<file path="src/rtl/regchip_pkg.sv">
package regchip_pkg;

   typedef enum logic [2:0] {
      OP_IDLE,
      OP_ACC,
      OP_INV,
      OP_STG,
      OP_INC,
      OP_LATCH
   } rc_op_e;

endpackage

</file>
<file path="src/rtl/rc_decode.sv">
module rc_decode
   import regchip_pkg::*;
#(
   parameter int          ADDR_W = 16,
   parameter logic [15:0] MASK   = 16'hE103,
   parameter logic [15:0] BASE   = 16'h4100
) (
   input  logic              wr_en,
   input  logic [ADDR_W-1:0] addr,
   output rc_op_e            op
);

   localparam logic [ADDR_W-1:0] M = ADDR_W'(MASK);
   localparam logic [ADDR_W-1:0] B = ADDR_W'(BASE);

   logic [ADDR_W-1:0] masked;
   assign masked = addr & M;

   always_comb begin
      op = OP_IDLE;
      if (wr_en) begin
         if      (masked == B)              op = OP_ACC;
         else if (masked == B + ADDR_W'(1)) op = OP_INV;
         else if (masked == B + ADDR_W'(2)) op = OP_STG;
         else if (masked == B + ADDR_W'(3)) op = OP_INC;
         else                               op = OP_LATCH;
      end
   end

endmodule

</file>
<file path="src/rtl/rc_core.sv">
module rc_core
   import regchip_pkg::*;
#(
   parameter int DATA_W       = 6,
   parameter int ACC_W        = 4,
   parameter bit STAGE_TOGGLE = 1'b1
) (
   input  logic              clk,
   input  logic              rst_n,
   input  rc_op_e            op,
   input  logic [DATA_W-1:0] wdata,
   output logic [DATA_W-1:0] reg_q,
   output logic              inv_q
);

   localparam int HI_W = DATA_W - ACC_W;

   logic [ACC_W-1:0] acc_q, stage_q;
   logic [HI_W-1:0]  hi_q;
   logic             inc_q;
   logic             stage_top_nx;

   // variant: top staged bit follows invert, or loads from data
   assign stage_top_nx = STAGE_TOGGLE ? (stage_q[ACC_W-1] ^ inv_q)
                                      : wdata[ACC_W-1];

   always_ff @(posedge clk or negedge rst_n) begin
      if (!rst_n) begin
         acc_q   <= '0;
         stage_q <= '0;
         hi_q    <= '0;
         inc_q   <= 1'b0;
         inv_q   <= 1'b0;
      end else begin
         case (op)
            OP_ACC: acc_q <= inc_q ? acc_q + ACC_W'(1) : stage_q ^ {ACC_W{inv_q}};
            OP_INV: inv_q <= wdata[0];
            OP_STG: begin
               hi_q    <= wdata[DATA_W-1:ACC_W];
               stage_q <= {stage_top_nx, wdata[ACC_W-2:0]};
            end
            OP_INC: inc_q <= wdata[0];
            default: ;
         endcase
      end
   end

   assign reg_q = {hi_q, acc_q};

   assert_acc_step_R3: assert property (@(posedge clk) disable iff (!rst_n)
      (op == OP_ACC && inc_q) |=> (acc_q == $past(acc_q) + ACC_W'(1)) && $stable(hi_q));

   assert_acc_load_R2: assert property (@(posedge clk) disable iff (!rst_n)
      (op == OP_ACC && !inc_q) |=> acc_q == $past(stage_q ^ {ACC_W{inv_q}}));

   assert_stage_toggle_R4: assert property (@(posedge clk) disable iff (!rst_n)
      (op == OP_STG && STAGE_TOGGLE) |=> stage_q[ACC_W-1] == $past(stage_q[ACC_W-1] ^ inv_q));

   assert_hold_R11: assert property (@(posedge clk) disable iff (!rst_n)
      (op == OP_IDLE) |=> $stable(reg_q) && $stable(inv_q));

endmodule

</file>
<file path="src/rtl/rc_aux.sv">
module rc_aux
   import regchip_pkg::*;
(
   input  logic   clk,
   input  logic   rst_n,
   input  rc_op_e op,
   input  logic   d_inv,
   input  logic   d_force,
   input  logic   pin_a,
   input  logic   pin_b,
   input  logic   aux_in,
   input  logic   aux_dir_in,
   output logic   o3_q,
   output logic   aux_out_q,
   output logic   aux_oe
);

   logic drive_nx;
   assign drive_nx = d_inv ? pin_b : pin_a;

   always_ff @(posedge clk or negedge rst_n) begin
      if (!rst_n) begin
         o3_q      <= 1'b0;
         aux_out_q <= 1'b0;
      end else if (op == OP_INV) begin
         if (aux_dir_in) begin
            o3_q <= (d_inv ? aux_in : pin_a) | d_force;
         end else begin
            aux_out_q <= drive_nx;
            o3_q      <= drive_nx | d_force;
         end
      end
   end

   assign aux_oe = !aux_dir_in;

   assert_o3_out_R6: assert property (@(posedge clk) disable iff (!rst_n)
      (op == OP_INV && !aux_dir_in) |=> o3_q == (aux_out_q | $past(d_force)));

   assert_hold_in_R7: assert property (@(posedge clk) disable iff (!rst_n)
      (op == OP_INV && aux_dir_in) |=> $stable(aux_out_q));

endmodule

</file>
<file path="src/rtl/rc_latch.sv">
module rc_latch
   import regchip_pkg::*;
#(
   parameter int LATCH_W = 5,
   parameter int ACC_W   = 4
) (
   input  logic               clk,
   input  logic               rst_n,
   input  rc_op_e             op,
   input  logic [LATCH_W-1:0] src,
   input  logic               inv,
   output logic [LATCH_W-1:0] latch_q
);

   logic [LATCH_W-1:0] nx;

   for (genvar i = 0; i < LATCH_W; i++) begin : g_bit
      if (i < ACC_W) begin : g_plain
         assign nx[i] = src[i];
      end else begin : g_flip
         assign nx[i] = src[i] ^ inv;
      end
   end

   always_ff @(posedge clk or negedge rst_n) begin
      if (!rst_n)               latch_q <= '0;
      else if (op == OP_LATCH)  latch_q <= nx;
   end

   assert_latch_low_R9: assert property (@(posedge clk) disable iff (!rst_n)
      (op == OP_LATCH) |=> latch_q[ACC_W-1:0] == $past(src[ACC_W-1:0]));

   assert_latch_hold_R11: assert property (@(posedge clk) disable iff (!rst_n)
      (op != OP_LATCH) |=> $stable(latch_q));

endmodule

</file>
<file path="src/rtl/regchip_aux.sv">
module regchip_aux
   import regchip_pkg::*;
#(
   parameter int          ADDR_W       = 16,
   parameter int          DATA_W       = 6,
   parameter int          ACC_W        = 4,
   parameter int          LATCH_W      = 5,
   parameter logic [15:0] ADDR_MASK    = 16'hE103,
   parameter logic [15:0] REG_BASE     = 16'h4100,
   parameter bit          STAGE_TOGGLE = 1'b1
) (
   input  logic               clk,
   input  logic               rst_n,
   input  logic               wr_en,
   input  logic [ADDR_W-1:0]  addr,
   input  logic [DATA_W-1:0]  wdata,
   input  logic               pin_a,
   input  logic               pin_b,
   input  logic               aux_in,
   input  logic               aux_dir_in,
   output logic [LATCH_W-1:0] latch_q,
   output logic               o3,
   output logic               aux_out,
   output logic               aux_oe,
   output logic [DATA_W-1:0]  reg_q
);

   if (ACC_W < 2 || DATA_W <= ACC_W) begin : g_bad_acc
      $error("regchip_aux: ACC_W must be at least 2 and below DATA_W");
   end
   if (LATCH_W <= ACC_W || LATCH_W > DATA_W) begin : g_bad_latch
      $error("regchip_aux: LATCH_W must lie in (ACC_W, DATA_W]");
   end
   if (ADDR_W > 16) begin : g_bad_addr
      $error("regchip_aux: ADDR_W must not exceed the mask width");
   end

   rc_op_e op;
   logic   inv;

   rc_decode #(.ADDR_W(ADDR_W), .MASK(ADDR_MASK), .BASE(REG_BASE)) u_dec (
      .wr_en(wr_en), .addr(addr), .op(op)
   );

   rc_core #(.DATA_W(DATA_W), .ACC_W(ACC_W), .STAGE_TOGGLE(STAGE_TOGGLE)) u_core (
      .clk(clk), .rst_n(rst_n), .op(op), .wdata(wdata), .reg_q(reg_q), .inv_q(inv)
   );

   rc_aux u_aux (
      .clk(clk), .rst_n(rst_n), .op(op),
      .d_inv(wdata[0]), .d_force(wdata[DATA_W-1]),
      .pin_a(pin_a), .pin_b(pin_b), .aux_in(aux_in), .aux_dir_in(aux_dir_in),
      .o3_q(o3), .aux_out_q(aux_out), .aux_oe(aux_oe)
   );

   rc_latch #(.LATCH_W(LATCH_W), .ACC_W(ACC_W)) u_latch (
      .clk(clk), .rst_n(rst_n), .op(op), .src(reg_q[LATCH_W-1:0]), .inv(inv),
      .latch_q(latch_q)
   );

endmodule

</file>
<file path="config.mk">
export PLATFORM = sky130hd
export DESIGN_NAME = regchip_aux
export DESIGN_NICKNAME = d
export VERILOG_FILES = /design/src/rtl/regchip_pkg.sv /design/src/rtl/rc_decode.sv /design/src/rtl/rc_core.sv /design/src/rtl/rc_aux.sv /design/src/rtl/rc_latch.sv /design/src/rtl/regchip_aux.sv
export SDC_FILE = /design/constraint.sdc
export NUM_CORES = 1
export LEC_CHECK = 0
export BUFFER_PORTS_ARGS = -buffer_cell sky130_fd_sc_hd__buf_2
export CORE_MARGIN = 8
export CORE_UTILIZATION = 35
export DETAILED_ROUTE_END_ITERATION = 7
export GPL_TIMING_DRIVEN = 0
export HOLD_SLACK_MARGIN = 0.03
export PLACE_DENSITY_LB_ADDON = 0.1
export SLEW_MARGIN = 20
export SYNTH_ARGS = -nofsm -noshare
export SYNTH_HDL_FRONTEND = slang
export SYNTH_SLANG_ARGS = --single-unit
</file>
<file path="constraint.sdc">
create_clock -name clk -period 1.9 [get_ports clk]
set_clock_uncertainty 0.2 [all_clocks]
set_input_delay 0.285 -clock clk [delete_from_list [all_inputs] [get_ports clk]]
set_output_delay 0.285 -clock clk [all_outputs]
set_load 0.02 [all_outputs]
</file>
Word-level counts from Yosys, hierarchy flattened
Cells that the tools add are included.

Register bits after elaboration: 19. Bits of input ports: 29. Output and inout port bits: 14. Word-level logic and storage cells: 35.

Add/subtract/negate cells: 1. Eq/ne operators: 9. Muxes and demuxes: 9. Bitwise gates (word level): 6. Reduce and logical (&&, ||, !) cells: 2.

Operators with widths (count): $eq 6x5->1 const B (4); $mux 3 (4); $eq 3x2->1 const B (2); $eq 3x3->1 const B (2); $add 4x1->4 const B (1); $mux 1 (4); $mux 4 (1); $xor 4x4->4 (1); $eq 3x1->1 const B (1); $or 1x1->1 (2); $reduce_and 2->1 (1); $xor 1x1->1 (2); $logic_not 1->1 (1); $not 1->1 (1).

Logic depth before layout (Yosys ltp)
Depth after elaboration: 8. Depth in mapped cells: 4. Depth with buffers taken out: 4.

By module
A second synthesis with hierarchy kept.

Cells, all modules: 84. Area, all modules: 997.2 µm².

Modules (own cells, without submodules): rc_core (times used 1, cells an instance 53, area each 604.3 µm², seq. area each 300.3 µm²); rc_latch (times used 1, cells an instance 12, area each 229.0 µm², seq. area each 125.1 µm²); rc_aux (times used 1, cells an instance 13, area each 117.6 µm², seq. area each 50.0 µm²); rc_decode (times used 1, cells an instance 6, area each 46.3 µm², seq. area each 0.0 µm²).

Worst setup path after synthesis
No wires, ideal clock.

Path type: input-to-reg. Start point: input port addr[15]. End point: register u_aux.aux_out_q. Arrival: 1.129 ns. Path slack: 0.447 ns. Cell stages on the path: 3. Path buffers: 0. Path through: nand4bb_4 nor4_1 mux2_2.

Cells in the longest elaborated chain, start to end: 8. Elaborated cells on any way between the ends: 11.

RTL lines: from (decl) (line regchip_aux.sv:15) `input logic [ADDR_W-1:0] addr,`; $eq 6x5->1 (line rc_decode.sv:25) `else if (masked == B + ADDR_W'(3)) op = OP_INC;`; $mux 1 (line rc_decode.sv:25); $mux 3 (line rc_decode.sv:24) `else if (masked == B + ADDR_W'(2)) op = OP_STG;`; $mux 3 (line rc_decode.sv:23) `else if (masked == B + ADDR_W'(1)) op = OP_INV;`; $mux 3 * (line rc_decode.sv:22) `if (masked == B) op = OP_ACC;`; $mux 3 * (line rc_decode.sv:21) `if (wr_en) begin`; $eq 3x2->1 * (line rc_aux.sv:25) `end else if (op == OP_INV) begin`; $reduce_and 2->1 (no source line) *; to (signal assigned) (line rc_aux.sv:29) `aux_out_q <= drive_nx;`; to (decl) (line rc_aux.sv:14) `output logic aux_out_q,`.

Mark *: on every way between the ends. The rest lies on a longest branch, timed or not. A chain may end at the register's enable or synchronous reset.

Worst setup path in the final report
Start point: register u_core.acc_q[0]. End point: output port reg_q[0].

RTL lines: from (decl) (line rc_core.sv:18) `logic [ACC_W-1:0] acc_q, stage_q;`; from (signal assigned) (line rc_core.sv:36) `OP_ACC: acc_q <= inc_q ? acc_q + ACC_W'(1) : stage_q ^ {ACC_W{inv_q}};`; to (decl) (line regchip_aux.sv:25) `output logic [DATA_W-1:0] reg_q`.

No word-level cell between the ends.

==> impl_metrics.py <==
metrics = {
    "outcome": {
        "status": "finished, final reports clean",
    },
    "worst_setup_path": {
        "crit_path_end_kind": "output pin",
        "arrival_ps": 1030,
        "path_class": "reg2out",
        "slowest_stage": "dfrtp_1",
        "worstReg2RegEnd": "u_core.acc_q[1]",
        "ff2ff_path_depth": 4,
        "ff2ff_setup_slack_ps": 450,
        "crit_buf_inv": 2,
        "max_stage_delay_ps": 450,
        "startpoint_type": "flip-flop",
        "cp_cell_sequence": "buf_4 -> buf_2",
        "r2r-start": "u_core.acc_q[0]",
        "cp_top_family": "flip-flops",
        "path_max_fanout": 6,
        "cp.required_ps": 1410,
    },
    "routing": {
        "drc_errors": 0,
        "drt_first_pass_iters": 4,
        "routed_via_density": 4.89,
        "drtIter0Drc": 16,
        "wl_um": 1980,
        "vias": 734,
        "drtAntennaViolNets": 0,
        "wire_per_inst_um": 13.2,
    },
    "global_route": {
        "grt_overflow_total": 0,
        "grt_start_max_net_pins": 20,
        "grt_usage_pct": 9.18,
        "antenna_found_initial": 0,
        "grt_pass1_vias": 810,
        "grt_pass1_wl_um": 3750,
    },
    "clock_tree": {
        "htreeDepth": 1,
        "cts_tree": "done",
        "clockBufferDepth": 2,
        "cts_resized": 0,
        "cts_made_buffers": 3,
        "cts_sinks": 19,
        "cts_root_buffer": "clkbuf_4",
        "path_clk_slew_ps": 90,
        "clk_latency_ps": 290,
    },
    "timing": {
        "max_freq_mhz": 658,
        "finalCriticalPeriod_ps": 1520,
        "drv_slew": 0,
        "setup_viol_count_final": 0,
        "hold_viol_final": 0,
        "slew_headroom_pct": 71.9,
        "grt_setup_unrepaired": "false",
        "fin_crit_sh_pct": 80.0,
        "fin_setup_tns_ps": 0,
        "worst_pin_slew_ps": 421,
        "hold_slack_ps": 42.1,
    },
    "placement": {
        "gp_congestion": 0.740,
        "place_hpwl_um": 1570,
        "place_inst": 142,
        "port_buffers": 31,
    },
    "layout": {
        "layout-drive-gt1-share_pct": 51.3,
        "syn2layout_area_growth_pct": 26.1,
        "sequential_cell_area_um2": 475,
        "nNetsFinal": 150,
        "multi_input_area_um2": 477,
        "final_cells": 150,
        "antennaDiodeCount": 0,
        "final_util_pct": 46.0,
        "fillCellCount": 268,
    },
    "power_and_ir_drop": {
        "powerDensity_nw_per_um2": 843,
        "p_int_w": 0.000727,
        "comb_power_share_pct": 32.6,
        "seq_power_share_pct": 48.8,
        "p_clk_share_pct": 18.7,
        "leakage_nw": 0.652,
        "switchingPower_w": 0.000335,
        "peakVddDrop_mv": 0.662,
        "swShare_pct": 31.5,
    },
    "synthesis": {
        "syn_inst": 80,
        "synthTopCellsByCount": "dfrtp_1 (19), mux2_2 (15), buf_4 (4)",
        "synth-edff-count": 0,
        "synth_async_sr_flop_share_pct": 100,
        "synthDistinctLibCells": 33,
        "synth_most_common_cell": "dfrtp_1",
        "synth_area_um2": 998,
        "synth_top_flop_cell": "dfrtp_1",
        "yosysTopAreaCell": "dfrtp_1",
        "ys_warn_count": 0,
        "synth_seq_cells": 19,
        "netlist.area_leader.share_pct": 47.6,
        "syn-num-nets": 110,
        "synthesis.area_per_instance_um2": 12.5,
        "yosysSeqAreaShare_pct": 47.6,
        "ys_top_cells_by_area": "dfrtp_1 (48%), mux2_2 (17%), buf_4 (3.0%), mux2_4 (3.0%), nand4bb_4 (2.8%)",
    },
    "flow_run": {
        "drv_cap": 0,
    },
    "floorplan": {
        "io_pins": 43,
        "fp-row-count": 19,
        "die_width_um": 69.4,
        "initial_core_util_pct": 36.5,
        "dieArea_um2": 4820,
        "core_um2": 2730,
        "die-height_um": 69.4,
    },
    "worst_hold_path": {
        "min_from": "wdata[5]",
        "holdPathEnd": "u_core.hi_q[1]",
        "hold_path.class": "in2reg",
        "min_path_cells": 2,
    },
}
## flip-flops by register name, indices dropped and copies added (netlist names)
name,flops
u_latch.latch_q,5
u_aux.o3_q,1
u_aux.aux_out_q,1
u_core.hi_q,2
u_core.stage_q,4
u_core.acc_q,4
u_core.inv_q,1
u_core.inc_q,1
## how the worst max path moves through the flow
stage	cells past startpoint	start	slack (ps)	end
2_1_floorplan	3	addr[15]	450	u_aux.aux_out_q
3_3_place_gp	4	addr[1]	230	u_core.acc_q[0]
3_5_place_dp	4	addr[15]	230	u_core.stage_q[1]
4_1_cts	2	u_core.acc_q[0]	360	reg_q[0]
5_1_grt	2	u_core.acc_q[0]	300	reg_q[0]
6_report	2	u_core.acc_q[0]	380	reg_q[0]
## final cells by class
cell class,count,area share [%]
multi-input cells,53,37.9
flip-flops and latches,19,37.8
repair buffers,35,15.5
well taps,31,3.08
clock buffers,4,2.09
plain buffers,6,3.08
inverters,2,0.596
## repair_timing
| action | 4_1_cts | 5_1_grt |
|---|---|---|
| setup buffers | 0 | 0 |
| hold buffers | 4 | 0 |
| setup endpoints to repair | 0 | 0 |
| hold endpoints to repair | 22 | 0 |
## kinds of logic (layout without fill, tap and decap cells)
logic type	Yosys count	count (layout)	synth area share (%)
compound gates	9	9	6.02
xor+xnor	6	6	5.26
fa+ha+maj	1	1	1.25
buf+inv	8	47	4.64
flops	19	19	47.6
mux	18	18	20.9
simple gates	19	19	14.3
## through the flow
step	instance area [µm²]	setup WS, ps	total power (W)
after floorplan	998	447	0.000756
after detailed placement	1190	227	0.000876
after global routing	1260	305	0.00115
after CTS	1260	365	0.00109
after global placement	1190	230	0.000868
final	1260	381	0.00106
## power by group through the flow
| stage | clock (W) | combinational (W) | sequential [W] |
|---|---|---|---|
| 2_1_floorplan | 0 | 0.000189 | 0.000567 |
| 6_report | 0.000198 | 0.000346 | 0.000518 |
| 3_3_place_gp | 0 | 0.000346 | 0.000522 |
| 3_5_place_dp | 0 | 0.000348 | 0.000528 |
| 4_1_cts | 0.000211 | 0.000356 | 0.000520 |
| 5_1_grt | 0.000230 | 0.000385 | 0.000532 |
## metal layers
layer / routed length [µm] / up-vias / GRT usage, % / share of wire (%)
li1: - / 363 / - / -
met1: 837 / 346 / 9.96 / 42
met2: 991 / 23 / 15.9 / 50
met3: 140 / 2 / 4.58 / 7.1
met4: 15 / 0 / 1.37 / 0.76
met5: 0 / - / 0 / 0
## cell usage in the layout (no fill, tap or decap), types with 2 or more instances in the layout
cell type,n
buf_2,32
inv_1,2
clkbuf_4,3
mux2_2,15
xnor2_1,3
dlygate4sd3_1,4
nand2b_1,2
o21ai_0,2
xor2_1,3
dfrtp_1,19
nand2_1,3
buf_4,4
a211o_1,2
mux2_4,2
nand3_1,2
(Power assumes the default switching activity.)
